### config.mk
export PLATFORM = sky130hd
export DESIGN_NAME = strop_engine
export DESIGN_NICKNAME = d
export VERILOG_FILES = /design/src/rtl/strop_pkg.sv /design/src/rtl/strop_addr.sv /design/src/rtl/strop_step.sv /design/src/rtl/strop_engine.sv
export SDC_FILE = /design/constraint.sdc
export NUM_CORES = 1
export LEC_CHECK = 0
export BUFFER_PORTS_ARGS = -buffer_cell sky130_fd_sc_hd__buf_2
export CAP_MARGIN = 10
export CORE_MARGIN = 2
export CORE_UTILIZATION = 45
export DETAILED_ROUTE_END_ITERATION = 7
export GPL_TIMING_DRIVEN = 0
export HOLD_SLACK_MARGIN = 0.05
export PLACE_DENSITY_LB_ADDON = 0.08
export SLEW_MARGIN = 10
export SYNTH_ARGS = -nofsm -noshare
export SYNTH_HDL_FRONTEND = slang
export SYNTH_SLANG_ARGS = --single-unit
### constraint.sdc
create_clock -name clk -period 5.61 [get_ports clk]
set_clock_uncertainty 0.2 [all_clocks]
set_input_delay 0.561 -clock clk [delete_from_list [all_inputs] [get_ports clk]]
set_output_delay 0.561 -clock clk [all_outputs]
set_load 0.03 [all_outputs]
### src/rtl/strop_pkg.sv
package strop_pkg;

  typedef enum logic [2:0] {
    OP_MOVE  = 3'd0,
    OP_STORE = 3'd1,
    OP_LOAD  = 3'd2,
    OP_SCAN  = 3'd3,
    OP_CMP   = 3'd4
  } str_op_e;

  typedef enum logic [2:0] {
    S_IDLE = 3'd0,
    S_RSRC = 3'd1,
    S_GSRC = 3'd2,
    S_RDST = 3'd3,
    S_GDST = 3'd4,
    S_WDST = 3'd5,
    S_STEP = 3'd6,
    S_DONE = 3'd7
  } str_state_e;

endpackage

### src/rtl/strop_addr.sv
module strop_addr #(
  parameter int SEG_W     = 16,
  parameter int OFF_W     = 16,
  parameter int ADDR_W    = 20,
  parameter int SEG_SHIFT = 4
) (
  input  logic [SEG_W-1:0]  seg,
  input  logic [OFF_W-1:0]  off,
  input  logic              hi_byte,
  output logic [ADDR_W-1:0] phys
);
  localparam int SUM_W = SEG_W + SEG_SHIFT + 1;

  logic [OFF_W-1:0] off_eff;
  logic [SUM_W-1:0] sum;

  always_comb begin
    off_eff = off + OFF_W'(hi_byte);
    sum     = (SUM_W'(seg) << SEG_SHIFT) + SUM_W'(off_eff);
    phys    = sum[ADDR_W-1:0];
  end
endmodule

### src/rtl/strop_step.sv
module strop_step #(
  parameter int OFF_W = 16
) (
  input  logic [OFF_W-1:0] off,
  input  logic             wide,
  input  logic             down,
  output logic [OFF_W-1:0] nxt
);
  logic [OFF_W-1:0] delta;

  always_comb begin
    delta = wide ? OFF_W'(2) : OFF_W'(1);
    nxt   = down ? off - delta : off + delta;
  end
endmodule

### src/rtl/strop_engine.sv
module strop_engine
  import strop_pkg::*;
#(
  parameter int DATA_W    = 8,
  parameter int SEG_W     = 16,
  parameter int OFF_W     = 16,
  parameter int CNT_W     = 16,
  parameter int ADDR_W    = 20,
  parameter int SEG_SHIFT = 4
) (
  input  logic                clk,
  input  logic                rst_n,
  input  logic                start,
  input  logic [2:0]          op_sel,
  input  logic                word_mode,
  input  logic                rep_en,
  input  logic                dir_down,
  input  logic [SEG_W-1:0]    src_seg_in,
  input  logic [SEG_W-1:0]    dst_seg_in,
  input  logic [OFF_W-1:0]    src_off_in,
  input  logic [OFF_W-1:0]    dst_off_in,
  input  logic [CNT_W-1:0]    count_in,
  input  logic [2*DATA_W-1:0] acc_in,
  output logic [ADDR_W-1:0]   mem_addr,
  output logic                mem_rd,
  output logic                mem_wr,
  output logic [DATA_W-1:0]   mem_wdata,
  input  logic [DATA_W-1:0]   mem_rdata,
  output logic [OFF_W-1:0]    src_off,
  output logic [OFF_W-1:0]    dst_off,
  output logic [CNT_W-1:0]    count,
  output logic [2*DATA_W-1:0] acc,
  output logic                zero_flag,
  output logic                busy,
  output logic                done
);
  localparam int EW = 2 * DATA_W;

  str_state_e          st_q, st_d;
  str_op_e             op_q;
  logic                wide_q, rep_q, down_q, hi_q, zf_q;
  logic [SEG_W-1:0]    sseg_q, dseg_q;
  logic [OFF_W-1:0]    src_q, dst_q, src_nx, dst_nx;
  logic [CNT_W-1:0]    cnt_q, cnt_dec;
  logic [EW-1:0]       acc_q, tmp_a_q, tmp_b_q;
  logic                last_byte, byte_end, finish, src_adv, dst_adv, use_src;
  str_state_e          resume_st;

  function automatic str_state_e entry_state(str_op_e o);
    case (o)
      OP_STORE: return S_WDST;
      OP_SCAN:  return S_RDST;
      default:  return S_RSRC;
    endcase
  endfunction

  function automatic logic [DATA_W-1:0] pick(logic [EW-1:0] v, logic h);
    return h ? v[EW-1:DATA_W] : v[DATA_W-1:0];
  endfunction

  function automatic logic [EW-1:0] elem(logic [EW-1:0] v, logic w);
    return w ? v : {{DATA_W{1'b0}}, v[DATA_W-1:0]};
  endfunction

  // Datapath helpers
  strop_step #(.OFF_W(OFF_W)) u_src_step (
    .off(src_q), .wide(wide_q), .down(down_q), .nxt(src_nx));
  strop_step #(.OFF_W(OFF_W)) u_dst_step (
    .off(dst_q), .wide(wide_q), .down(down_q), .nxt(dst_nx));

  assign use_src = (st_q == S_RSRC);

  strop_addr #(.SEG_W(SEG_W), .OFF_W(OFF_W), .ADDR_W(ADDR_W), .SEG_SHIFT(SEG_SHIFT)) u_addr (
    .seg    (use_src ? sseg_q : dseg_q),
    .off    (use_src ? src_q : dst_q),
    .hi_byte(hi_q),
    .phys   (mem_addr)
  );

  // Next-state logic
  always_comb begin
    last_byte = !wide_q || hi_q;
    byte_end  = (st_q == S_GSRC && op_q != OP_MOVE && op_q != OP_CMP) ||
                (st_q == S_GDST) || (st_q == S_WDST);
    cnt_dec   = cnt_q - CNT_W'(1);
    finish    = !rep_q || (cnt_dec == '0);
    src_adv   = (op_q == OP_MOVE) || (op_q == OP_LOAD) || (op_q == OP_CMP);
    dst_adv   = (op_q == OP_MOVE) || (op_q == OP_STORE) || (op_q == OP_SCAN) ||
                (op_q == OP_CMP);
    resume_st = last_byte ? S_STEP : entry_state(op_q);
    st_d      = st_q;
    case (st_q)
      S_IDLE: if (start)
                st_d = (rep_en && count_in == '0) ? S_DONE : entry_state(str_op_e'(op_sel));
      S_RSRC: st_d = S_GSRC;
      S_RDST: st_d = S_GDST;
      S_GSRC: st_d = (op_q == OP_MOVE) ? S_WDST :
                     (op_q == OP_CMP)  ? S_RDST : resume_st;
      S_GDST: st_d = resume_st;
      S_WDST: st_d = resume_st;
      S_STEP: st_d = finish ? S_DONE : entry_state(op_q);
      S_DONE: st_d = S_IDLE;
      default: st_d = S_IDLE;
    endcase
  end

  // Registers
  always_ff @(posedge clk or negedge rst_n) begin
    if (!rst_n) begin
      st_q    <= S_IDLE;
      op_q    <= OP_MOVE;
      wide_q  <= 1'b0;
      rep_q   <= 1'b0;
      down_q  <= 1'b0;
      hi_q    <= 1'b0;
      zf_q    <= 1'b0;
      sseg_q  <= '0;
      dseg_q  <= '0;
      src_q   <= '0;
      dst_q   <= '0;
      cnt_q   <= '0;
      acc_q   <= '0;
      tmp_a_q <= '0;
      tmp_b_q <= '0;
    end else begin
      st_q <= st_d;
      if (st_q == S_IDLE && start) begin
        op_q   <= str_op_e'(op_sel);
        wide_q <= word_mode;
        rep_q  <= rep_en;
        down_q <= dir_down;
        hi_q   <= 1'b0;
        sseg_q <= src_seg_in;
        dseg_q <= dst_seg_in;
        src_q  <= src_off_in;
        dst_q  <= dst_off_in;
        cnt_q  <= count_in;
        acc_q  <= acc_in;
      end
      if (byte_end) hi_q <= !last_byte;
      if (st_q == S_GSRC) begin
        if (hi_q) tmp_a_q[EW-1:DATA_W] <= mem_rdata;
        else      tmp_a_q[DATA_W-1:0]  <= mem_rdata;
        if (op_q == OP_LOAD) begin
          if (hi_q) acc_q[EW-1:DATA_W] <= mem_rdata;
          else      acc_q[DATA_W-1:0]  <= mem_rdata;
        end
      end
      if (st_q == S_GDST) begin
        if (hi_q) tmp_b_q[EW-1:DATA_W] <= mem_rdata;
        else      tmp_b_q[DATA_W-1:0]  <= mem_rdata;
      end
      if (st_q == S_STEP) begin
        if (src_adv) src_q <= src_nx;
        if (dst_adv) dst_q <= dst_nx;
        if (rep_q)   cnt_q <= cnt_dec;
        if (op_q == OP_SCAN) zf_q <= (elem(acc_q, wide_q) == elem(tmp_b_q, wide_q));
        if (op_q == OP_CMP)  zf_q <= (elem(tmp_a_q, wide_q) == elem(tmp_b_q, wide_q));
      end
    end
  end

  assign mem_rd    = (st_q == S_RSRC) || (st_q == S_RDST);
  assign mem_wr    = (st_q == S_WDST);
  assign mem_wdata = (op_q == OP_MOVE) ? pick(tmp_a_q, hi_q) : pick(acc_q, hi_q);
  assign src_off   = src_q;
  assign dst_off   = dst_q;
  assign count     = cnt_q;
  assign acc       = acc_q;
  assign zero_flag = zf_q;
  assign busy      = (st_q != S_IDLE);
  assign done      = (st_q == S_DONE);
endmodule

* Yosys cells after proc, flatten, opt, wreduce, memory -nomap -nowiden
Cells that the tools add are included.
Cells by class: $add $sub $neg 7, mux-type cells 38, bitwise logic cells 1, eq/ne operators 17, reductions and logical operators 31
Operators with widths (number):
- 16-bit 2-to-1 mux | 19
- 8-bit 2-to-1 mux | 5
- 16-bit adder | 2
- 16-bit == test | 2
- 16-bit zero test | 2
- 16-bit subtractor | 2
- 3-bit one-hot mux with 7 select lines | 1
- 20-bit by 16-bit adder with 20-bit output | 1
- 3-bit 2-to-1 mux | 6
- 16-bit by 1-bit adder with 16-bit output | 1
- 16-bit by 1-bit subtractor with 16-bit output (second input constant) | 1
- 3-bit by 2-bit == test with 1-bit output (second input constant) | 5
- 3-bit == test (second input constant) | 5
- 3-bit one-hot mux with 2 select lines | 2
- 1-bit logical OR | 10
- 2-bit AND reduction | 5
- 3-bit by 1-bit == test with 1-bit output (second input constant) | 3
- 3-bit zero test | 2
- 3-bit nonzero test | 2
- 1-bit logical AND | 4
- 1-bit 2-to-1 mux | 4
- 2-bit nonzero test | 2
- 1-bit zero test | 3
- 3-bit inequality test (second input constant) | 1
- 4 further kinds | 4
Storage, ports and cells: flip-flop bits (word level) 139

* Longest topological paths before layout
Gate-level depths: netlist (run 1).
word-level depth 6, gate-level depth with buffers 19, gate-level depth less buffers 18

* Modules after synthesis
From an unflattened synthesis (run 1), not the netlist that was laid out.
Second synthesis, totals: cell total of the unflattened synthesis 1124, area total of the unflattened synthesis 9744.3 um2
By module, submodules not included:
- strop_engine | cells an instance 795, seq. area each 3478.3 um2, times used 1, area each 7250.7 um2
- strop_step | cells an instance 97, seq. area each 0.0 um2, times used 2, area each 732.0 um2
- strop_addr | cells an instance 135, seq. area each 0.0 um2, times used 1, area each 1029.7 um2

* Worst setup path after synthesis (run 1)
OpenSTA, ideal clock, no wires.
kind reg2out, start point reg st_q[1], end point out mem_addr[17], stages on the path, launching flop included 18, setup slack 0.149 ns, required time 4.849 ns, arrival 4.700 ns, path through dfrtp_1 > nor3b_2 > clkbuf_1 > nand2_1 > o21ai_0 > ha_1 > ha_1 > nand4_1 > a2111o_1 > nor3_2 > nor2_1 > ha_1 > a211o_1 > o311ai_0 > a311oi_1 > o21ai_0 > xor2_1 > mux2i_1
On the way: cells in the longest elaborated chain, start to end 4, elaborated cells on any way between the ends 5, those cells by class add/sub: 2; eq/ne: 1; mux: 2
RTL lines:
- start: declaration | RTL line strop_engine.sv:39 | str_state_e st_q, st_d;
- start signal: assignment | RTL line strop_engine.sv:126 | st_q <= st_d;
- 3-bit by 1-bit == test with 1-bit output (*) | RTL line strop_engine.sv:71 | assign use_src = (st_q == S_RSRC);
- 16-bit 2-to-1 mux | RTL line strop_engine.sv:75 | .off (use_src ? src_q : dst_q),
- 16-bit by 1-bit adder with 16-bit output | RTL line strop_addr.sv:18 | off_eff = off + OFF_W'(hi_byte);
- 20-bit by 16-bit adder with 20-bit output (*) | RTL line strop_addr.sv:19 | sum = (SUM_W'(seg) << SEG_SHIFT) + SUM_W'(off_eff);
- end: declaration | RTL line strop_engine.sv:24 | output logic [ADDR_W-1:0] mem_addr,
Every way passes the cells marked *; elsewhere a longest branch is shown, timed or not.

* Final worst setup path (run 1)
Same ends and word-level chain as after synthesis.

==> flow_summary_export.csv, run 1 <==
group,metric,value,unit
synthesis,synth_area,9560,µm²
global_route,grt_max_degree,103,
critical_path,crit_buf_inv,3,
pwr,p_leak,5.56,nW
cts,clockBufferDepth,2,
place,numPortBuffers,209,
cts,root_buffer,"clkbuf_16",
global_route,grt_overflow_total,0,
timing,tightest_slew,1.25,ns
route,avgRoutedWirePerCell,18.5,µm
run_status,status,"complete, no violations",
route,drt_wl_total,30500,µm
timing,slew_violations,0,
synthesis,synth.area.top_cells,"dfrtp_1 36%, nand2_1 11%, ha_1 6.0%",
synthesis,synth_fp_nets,1286,
place,place_area,11000,µm²
timing,min_period_over_period,0.969,
floorplanning,fp.dieArea,22400,µm²
floorplanning,row_count,53,
route,num_vias,9373,
critical_path,regToRegSetupSlack,1.46,ns
global_route,top_usage_layer,"met2",
timing,layout_setup_ws,0.173,ns
finish,num_antenna_cells,0,
timing,finalSetupViolations,0,
timing,fin_crit,5.44,ns
route,drtIter0Drc,559,
place,finalWeightedCongestion,0.912,
floorplanning,coreArea,21000,µm²
synthesis,synthTopCellsByCount,"278 x nand2_1, 139 x dfrtp_1, 87 x nor2_1",
finish,nNetsFinal,1524,
timing,fmax,0.184,GHz
hold_path,hold_path.class,"input port to register",
hold_path,min_path_cells,3,
synthesis,ys_types,66,
run,maxCapViolCount,0,
route,postRouteAntennaNets,0,
global_route,grt_usage,0.273,
global_route,grt_use_met1,0.375,
critical_path,critPathLaunch,"st_q[1]",
floorplanning,die_h,150,µm
global_route,grtUsageMet2,0.445,
place,placed_cells,1609,
synthesis,yosysTopAreaCellShare,0.364,
synthesis,ys_ff_latch,139,
cts,h-tree-depth,4,
hold_path,min_to,"dseg_q[6]",
timing,setup_tns,0,ns
floorplanning,start_util,0.456,
global_route,grt_pass1_wl,47300,µm
synthesis,syn-instance-count,1124,
finish,final_area,11700,µm²
synthesis,ys_async_sr_fraction,1.00,
timing,slew_headroom,0.170,
floorplanning,io_pins,210,
route,drc_errors,0,
critical_path,crit_chain,"nor3b_4, clkbuf_8, nand2_1, o21ai_1, ha_2, ha_4, nand4_1, a2111o_1, buf_4, xor2_1, ha_1, o211ai_1, nand2_1, o311ai_4, a311oi_2, o21ai_1, xor2_1, mux2i_1, buf_4",
global_route,met3_usage,0.0433,
critical_path,cp-start-kind,"register",
finish,area_growth,22.9,%
critical_path,crit_type,"register to primary output",
synthesis,ys.flop_type,"dfrtp_1",
synthesis,yosys_warnings,0,
critical_path,critPathMaxStageDelay,0.53,ns
hold_path,min-delay-start,"dst_seg_in[6]",
global_route,first_global_vias,8870,
place,hpwlAfterDp,22400,µm
cts,worstSkewPairLatency,0.43,ns
critical_path,rr_worst_depth,9,
route,firstDrtPassIters,5,
critical_path,worstPathArrival,4.68,ns
synthesis,synth_most_common_cell,"nand2_1",
critical_path,critPathTopFamily,"compound AO/OA/AOI/OAI gates",
critical_path,timing.rr.end,"dst_off[15]",
critical_path,required,4.85,ns
critical_path,crit_fanout,5,
pwr,p_per_area,788,nW/µm²
synthesis,yosysTopAreaCell,"dfrtp_1",
place,pre_cts_ws,-1.01,ns
synthesis,synth.avg_cell_area,8.51,µm²
cts,cts_tree,"yes",
synthesis,synth_edf_count,0,
critical_path,crit_path_end_kind,"primary output",
floorplanning,dieWidth,150,µm
pwr,finalPower,9.26,mW
route,routed_via_density,5.68,
finish,drive_gt1_frac,0.241,
cts,numCtsBuffers,17,
cts,cts.sinks,139,
pwr,vdd_drop_max,450,µV
finish,fin_cells,1650,
critical_path,crit_slowest_cell,"a2111o_1",
global_route,grt_antenna_before_repair,1,
critical_path,r2r-start,"down_q",
timing,hold_viol_final,0,
cts,clk_pin_slew,0.07,ns
synthesis,ys_seq_area_frac,0.364,
-- repair_timing --
action | CTS | global route
gates cloned | 0 | 0
pin swaps | 6 | 11
setup endpoints to repair | 10 | 6
resized for setup | 14 | 11
hold buffers | 1 | 0
buffers inserted | 4 | 5
endpoints found under the hold margin | 37 | 0
-- metal layers --
metal,vias to the layer above,wire (µm)
li1,4496,-
met1,4512,13600
met2,317,14400
met3,46,1780
met4,2,750
met5,-,13
-- worst register-to-register path: cells and delay by family (launching register included) --
family          cells  cell delay [ns]
compound gates      3             1.28
fa+ha+maj           1             0.32
flops               1             1.17
simple gates        5             1.12
-- layout by cell type (no fill, tap or decap), types with 4 or more instances in the layout --
master | synthesis | layout
xnor2_1 | 27 | 27
o21ai_1 | 0 | 4
nor4_1 | 13 | 13
o22ai_1 | 5 | 5
inv_1 | 22 | 22
nand4_1 | 11 | 11
mux4_2 | 8 | 8
xor2_1 | 35 | 35
nand2_1 | 278 | 278
and2_1 | 4 | 4
and3_1 | 14 | 14
o21a_1 | 10 | 10
nor3_1 | 14 | 13
clkbuf_16 | 0 | 17
o31ai_1 | 4 | 4
or3_1 | 7 | 7
mux2_2 | 34 | 34
a21oi_1 | 53 | 52
a31oi_1 | 45 | 45
nor2_1 | 87 | 86
inv_6 | 0 | 6
clkbuf_1 | 39 | 38
buf_4 | 1 | 11
nand3_1 | 24 | 24
o21ai_0 | 52 | 47
a311oi_1 | 6 | 4
a211oi_1 | 14 | 14
mux2i_1 | 37 | 37
nand2b_1 | 4 | 4
or4_1 | 4 | 4
a21o_1 | 14 | 14
nor2b_1 | 7 | 7
ha_1 | 46 | 42
dfrtp_1 | 139 | 138
buf_2 | 2 | 209
o221a_2 | 5 | 5
-- through the flow --
step | hold slack [ns] | util
2_1_floorplan | 0.0654 | -
3_3_place_gp | 0.261 | 0.523
3_5_place_dp | 0.263 | 0.525
4_1_cts | 0.111 | 0.557
5_1_grt | 0.119 | 0.561
6_report | 0.120 | 0.561
-- flip-flops by register name, indices dropped and copies added (netlist names), 16 cells and up --
register	cells
acc	16
count	16
dseg_q	16
dst_off	16
src_off	16
sseg_q	16
tmp_a_q	16
tmp_b_q	16
-- layout make-up --
type,count,area (µm²)
Fill cell,2087,9210
Timing Repair Buffer,220,1160
Multi-Input combinational cell,916,5900
Buffer,46,196
Clock buffer,17,425
Clock inverter,15,154
Inverter,22,82.6
Sequential cell,139,3480
Tap cell,275,344
-- cell families (layout without fill, tap and decap cells) --
group | Yosys count | count (layout) | synth area share
AO/OA/AOI/OAI | 239 | 239 | 0.160
flip-flops | 139 | 139 | 0.364
XOR/XNOR | 62 | 62 | 0.0568
adder cells (fa/ha/maj) | 49 | 49 | 0.0665
buffers and inverters | 69 | 320 | 0.0285
multiplexers | 81 | 81 | 0.101
AND/OR/NAND/NOR | 485 | 485 | 0.224
-- power breakdown --
group	internal [mW]	switching, mW	total, mW
Clock	0.629	0.519	1.15
Sequential	1.50	0.600	2.10
Combinational	2.28	3.73	6.01
Total	4.41	4.85	9.26
-- how the worst max path moves through the flow --
stage,to,slack (ns),depth (start not counted)
after floorplan,mem_addr[17],0.15,17
after global placement,mem_addr[17],-0.96,18
after detailed placement,mem_addr[17],-1.01,18
after CTS,mem_addr[17],0.003,18
after global routing,mem_addr[17],-0.004,20
final,mem_addr[17],0.17,19
Power figures use the tool's default switching activity.
==> run 2, diff against run 1 <==
--- a/config.mk
+++ b/config.mk
@@ -13,6 +13,7 @@
 export GPL_TIMING_DRIVEN = 0
 export HOLD_SLACK_MARGIN = 0.05
 export PLACE_DENSITY_LB_ADDON = 0.08
+export REMOVE_ABC_BUFFERS = 1
 export SLEW_MARGIN = 10
 export SYNTH_ARGS = -nofsm -noshare
 export SYNTH_HDL_FRONTEND = slang
==> run 2 against run 1 <==
Effect of this change:
- non-clock buffer count shrank 36
- sequential share of layout area fell by 0.084 points
- maximum frequency rose by 2.3%
- die area unchanged
- first-iteration DRC count decreased by 15%
- highest routed layer unchanged
==> flow_summary_export.csv, run 2 (same netlist as run 1, synthesis figures left out) <==
group,metric,value,unit
global_route,grt_pass1_wl,43700,µm
timing,hold_viol_final,0,
finish,final_common_cell,"nand2_1",
route,drtIter0Drc,474,
floorplanning,row_count,53,
global_route,grtUsageMet2,0.413,
critical_path,crit_path_end_kind,"primary output",
run,maxCapViolCount,0,
cts,worstSkewPairLatency,0.42,ns
cts,numCtsBuffers,17,
critical_path,timing.rr.end,"dst_off[15]",
floorplanning,io_pins,210,
run_status,status,"complete, no violations",
critical_path,crit_fanout,30,
critical_path,cp-start-kind,"register",
place,placed_cells,1568,
timing,fmax,0.188,GHz
finish,final_area,11800,µm²
place,numPortBuffers,209,
cts,clockBufferDepth,2,
place,place_area,11000,µm²
timing,min_period_over_period,0.947,
floorplanning,fp.dieArea,22400,µm²
critical_path,worstPathArrival,4.55,ns
critical_path,critPathTopFamily,"compound AO/OA/AOI/OAI gates",
global_route,grt_usage,0.247,
critical_path,crit_buf_inv,3,
cts,cts_tree,"yes",
cts,root_buffer,"clkbuf_16",
global_route,grt_use_met1,0.334,
floorplanning,die_h,150,µm
timing,worst_hold_slack,0.126,ns
global_route,grt_overflow_total,0,
hold_path,min-delay-start,"dst_seg_in[12]",
timing,rsz0062_at_grt,"true",
finish,final_cell_mix,"277 x nand2_1, 206 x buf_2, 135 x dfrtp_1",
timing,tightest_slew,1.21,ns
critical_path,crit_type,"register to primary output",
cts,h-tree-depth,4,
global_route,met3_usage,0.0515,
cts,clk_pin_slew,0.07,ns
finish,fin_util,0.563,
critical_path,rr_worst_depth,9,
route,drt_wl_total,27400,µm
route,routed_via_density,5.49,
floorplanning,start_util,0.456,
hold_path,min_path_cells,3,
route,drc_errors,0,
global_route,grt_max_degree,77,
floorplanning,dieWidth,150,µm
floorplanning,coreArea,21000,µm²
critical_path,crit_chain,"buf_4, or3b_4, buf_12, mux2_2, nand4_1, nor4_4, o211ai_1, xor2_1, ha_1, o21ai_0, a21oi_1, a311oi_2, o21bai_1, a21oi_2, a21oi_1, xnor2_1, buf_4",
critical_path,critPathMaxStageDelay,0.46,ns
finish,area_growth,23.4,%
finish,drive_gt1_frac,0.257,
critical_path,r2r-start,"down_q",
route,avgRoutedWirePerCell,16.9,µm
place,finalWeightedCongestion,0.828,
timing,slew_headroom,0.194,
critical_path,regToRegSetupSlack,1.46,ns
global_route,top_usage_layer,"met2",
critical_path,required,4.85,ns
hold_path,hold_path.class,"input port to register",
finish,nNetsFinal,1488,
route,firstDrtPassIters,5,
finish,fin_cells,1615,
cts,cts.sinks,139,
timing,fin_crit,5.31,ns
route,num_vias,8862,
timing,finalSetupViolations,0,
critical_path,crit_slowest_cell,"or3b_4",
global_route,grt_antenna_before_repair,2,
hold_path,min_to,"dseg_q[12]",
route,postRouteAntennaNets,0,
timing,slew_violations,0,
global_route,first_global_vias,8209,
place,hpwlAfterDp,19500,µm
run 2: cell types whose count changed in the layout (fill, tap and decap cells not counted), sizes merged:
cell      change
clkbuf       -39
clkinvlp      -1
bufinv        +1
diode         +1
buf           +3
run 2: repair_timing:
item,in CTS,in global routing
endpoints found under the hold margin,63,0
hold buffers,1,0
pin swaps,1,8
setup endpoints to repair,7,7
gates resized for setup,8,22
setup buffers,2,11
run 2: worst max-delay path by stage:
stage	depth (start not counted)	end	start	slack [ns]
floorplan	16	mem_addr[17]	st_q[0]	-0.24
global placement	17	mem_addr[17]	st_q[0]	-1.50
detailed placement	17	mem_addr[17]	st_q[0]	-0.44
CTS	19	mem_addr[17]	st_q[0]	0.002
global route	17	mem_addr[18]	st_q[0]	-0.01
finish	17	mem_addr[18]	st_q[1]	0.30
run 2: area by class of cell:
type	instances	area (µm²)
Fill cell	2020	9160
Multi-Input combinational cell	916	5930
Sequential cell	139	3480
Timing Repair Buffer	230	1330
Clock buffer	17	425
Tap cell	275	344
Clock inverter	15	194
Inverter	22	82.6
Antenna cell	1	2.50
run 2: tightest hold or removal path: cells and delay by family:
family	cells	cell delay (ns)
AND/OR/NAND/NOR	2	0.08
buffers and inverters	1	0.07
run 2: through the flow:
step,setup WS [ns],setup TNS (ns)
floorplan,-0.237,-0.381
global placement,-1.50,-9.83
finish,0.296,0
CTS,0.00168,0
global route,-0.0108,-0.0108
detailed placement,-0.444,-1.39
run 2: per-layer routing:
layer  wire length (µm)  vias to the layer above
met5                  7                        -
met4                279                        2
met3               1600                       15
met2              13300                      193
met1              12200                     4220
li1                   -                     4432
Power of run 2 is not shown: default switching activity piles up to over one toggle a cycle in this logic, so the estimate is an artifact.
==> run 3, diff against run 2 <==
--- a/config.mk
+++ b/config.mk
@@ -7,11 +7,13 @@
 export LEC_CHECK = 0
 export BUFFER_PORTS_ARGS = -buffer_cell sky130_fd_sc_hd__buf_2
 export CAP_MARGIN = 10
+export CORE_ASPECT_RATIO = 0.9
 export CORE_MARGIN = 2
 export CORE_UTILIZATION = 45
 export DETAILED_ROUTE_END_ITERATION = 7
 export GPL_TIMING_DRIVEN = 0
 export HOLD_SLACK_MARGIN = 0.05
+export MAX_ROUTING_LAYER = met4
 export PLACE_DENSITY_LB_ADDON = 0.08
 export REMOVE_ABC_BUFFERS = 1
 export SLEW_MARGIN = 10
==> run 3 against run 2 <==
Effect of this change:
- maximum frequency decreased by 1.2%
- first-iteration DRC count grew 1.7%
- die area barely moved
- register-to-register slack worse by 0.02 ns
- via count up 0.20%
- worst setup slack worse by 0.065 ns
- utilization rose by 0.34 points
- critical path depth rose by 2
- flip-flop and latch count did not move
- design area barely moved
- global-route usage grew 0.42 points
- routed wire length fell by 0.96%
- critical path type unchanged
- largest cell class unchanged
- highest routed layer is now met4
==> flow_summary_export.csv, run 3 (same netlist as run 1, synthesis figures left out) <==
group,metric,value,unit
route,met3_length,1210,µm
finish,fin_cells,1629,
global_route,first_global_vias,8292,
critical_path,cp-start-kind,"register",
critical_path,crit_type,"register to primary output",
hold_path,min_path_cells,3,
critical_path,crit_path_end_kind,"primary output",
floorplanning,coreArea,20800,µm²
global_route,grt_max_degree,83,
timing,slew_headroom,0.240,
place,hpwlAfterDp,19300,µm
critical_path,worstPathArrival,4.62,ns
cts,clockBufferDepth,2,
route,firstDrtPassIters,5,
route,num_vias,8880,
finish,nFillCells,2002,
place,placed_cells,1578,
critical_path,critPathLaunch,"st_q[0]",
critical_path,regToRegSetupSlack,1.44,ns
timing,finalSetupViolations,0,
timing,hold_viol_final,0,
finish,ff_latch_area,3480,µm²
finish,drive_gt1_frac,0.258,
hold_path,hold_path.class,"input port to register",
timing,min_period_over_period,0.959,
route,drtIter0Drc,482,
finish,final_cell_mix,"277 x nand2_1, 207 x buf_2, 135 x dfrtp_1",
cts,clk_pin_slew,0.07,ns
cts,root_buffer,"clkbuf_16",
floorplanning,row_count,50,
floorplanning,start_util,0.459,
place,finalWeightedCongestion,0.856,
timing,tightest_slew,1.14,ns
critical_path,required,4.85,ns
route,avgRoutedWirePerCell,16.6,µm
cts,h-tree-depth,4,
timing,slew_violations,0,
timing,setup_tns,0,ns
global_route,grt_pass1_wl,43200,µm
floorplanning,die_h,142,µm
critical_path,crit_fanout,9,
critical_path,rr_worst_depth,9,
route,drt_wl_total,27100,µm
floorplanning,dieWidth,158,µm
timing,fmax,0.186,GHz
floorplanning,fp.dieArea,22400,µm²
cts,worstSkewPairLatency,0.43,ns
timing,layout_setup_ws,0.231,ns
finish,nNetsFinal,1490,
route,routed_via_density,5.45,
finish,fin_util,0.566,
global_route,grt_overflow_total,0,
run,maxCapViolCount,0,
timing,fin_crit,5.38,ns
cts,numCtsBuffers,17,
route,drc_errors,0,
route,wl_met2,12800,µm
finish,final_common_cell,"nand2_1",
route,postRouteAntennaNets,0,
floorplanning,io_pins,210,
run_status,status,"complete, no violations",
place,pre_cts_ws,-0.422,ns
route,routed.top_layer,"met4",
cts,cts.sinks,139,
cts,cts_tree,"yes",
place,numPortBuffers,209,
global_route,grt_usage,0.251,
route,wl_met1,12800,µm
critical_path,r2r-start,"down_q",
finish,area_growth,23.4,%
finish,multi_input_area,5920,µm²
global_route,grt_antenna_before_repair,2,
hold_path,min-delay-start,"src_seg_in[1]",
run 3: routing by layer:
| layer | GRT usage | vias up |
|---|---|---|
| li1 | - | 4423 |
| met1 | 0.330 | 4238 |
| met2 | 0.408 | 199 |
| met3 | 0.0472 | 20 |
| met4 | 0.0483 | 0 |
| met5 | - | - |
run 3: per-stage QoR:
step	area [µm²]	hold slack, ns
finish	11800	0.120
global route	11800	0.116
detailed placement	10900	0.262
floorplan	9370	0.0654
CTS	11600	0.103
global placement	10800	0.258
run 3: area by class of cell:
type                       instances  share of cell area
multi-input combinational        916               0.502
sequential                       139               0.295
timing repair buffer             232               0.112
clock buffer                      17              0.0361
tap                              286              0.0303
clock inverter                    15              0.0172
inverter                          22             0.00700
antenna                            2            0.000424
run 3: timing repair:
action                                  CTS  global route
hold buffers                              1             0
hold endpoints to repair                 57             0
endpoints found under the setup margin    7             6
pin swaps                                 3             7
buffers inserted                          2            13
gates resized for setup                  12            14
run 3: worst max-delay path: stages (launching register included):
cell,delay (ns)
dfrtp_2,0.47
nor3b_4,0.19
buf_4,0.16
o21ai_0,0.16
ha_2,0.23
ha_2,0.22
nand4_1,0.12
a2111o_1,0.55
nor3_4,0.21
nand2_1,0.09
xor2_1,0.15
mux2i_1,0.16
ha_2,0.31
buf_4,0.14
a311oi_2,0.28
o21bai_1,0.14
a21oi_2,0.19
a21oi_1,0.08
xnor2_1,0.14
clkbuf_4,0.21
run 3: path summary, 6_finish.rpt:
kind	endpoint
min reg2reg	sseg_q[6]
max	mem_addr[18]
max in group asynchronous	op_q[2]
min	sseg_q[1]
min in group asynchronous	dseg_q[13]
max reg2reg	dst_off[15]
Power of run 3 is left out for the same reason.
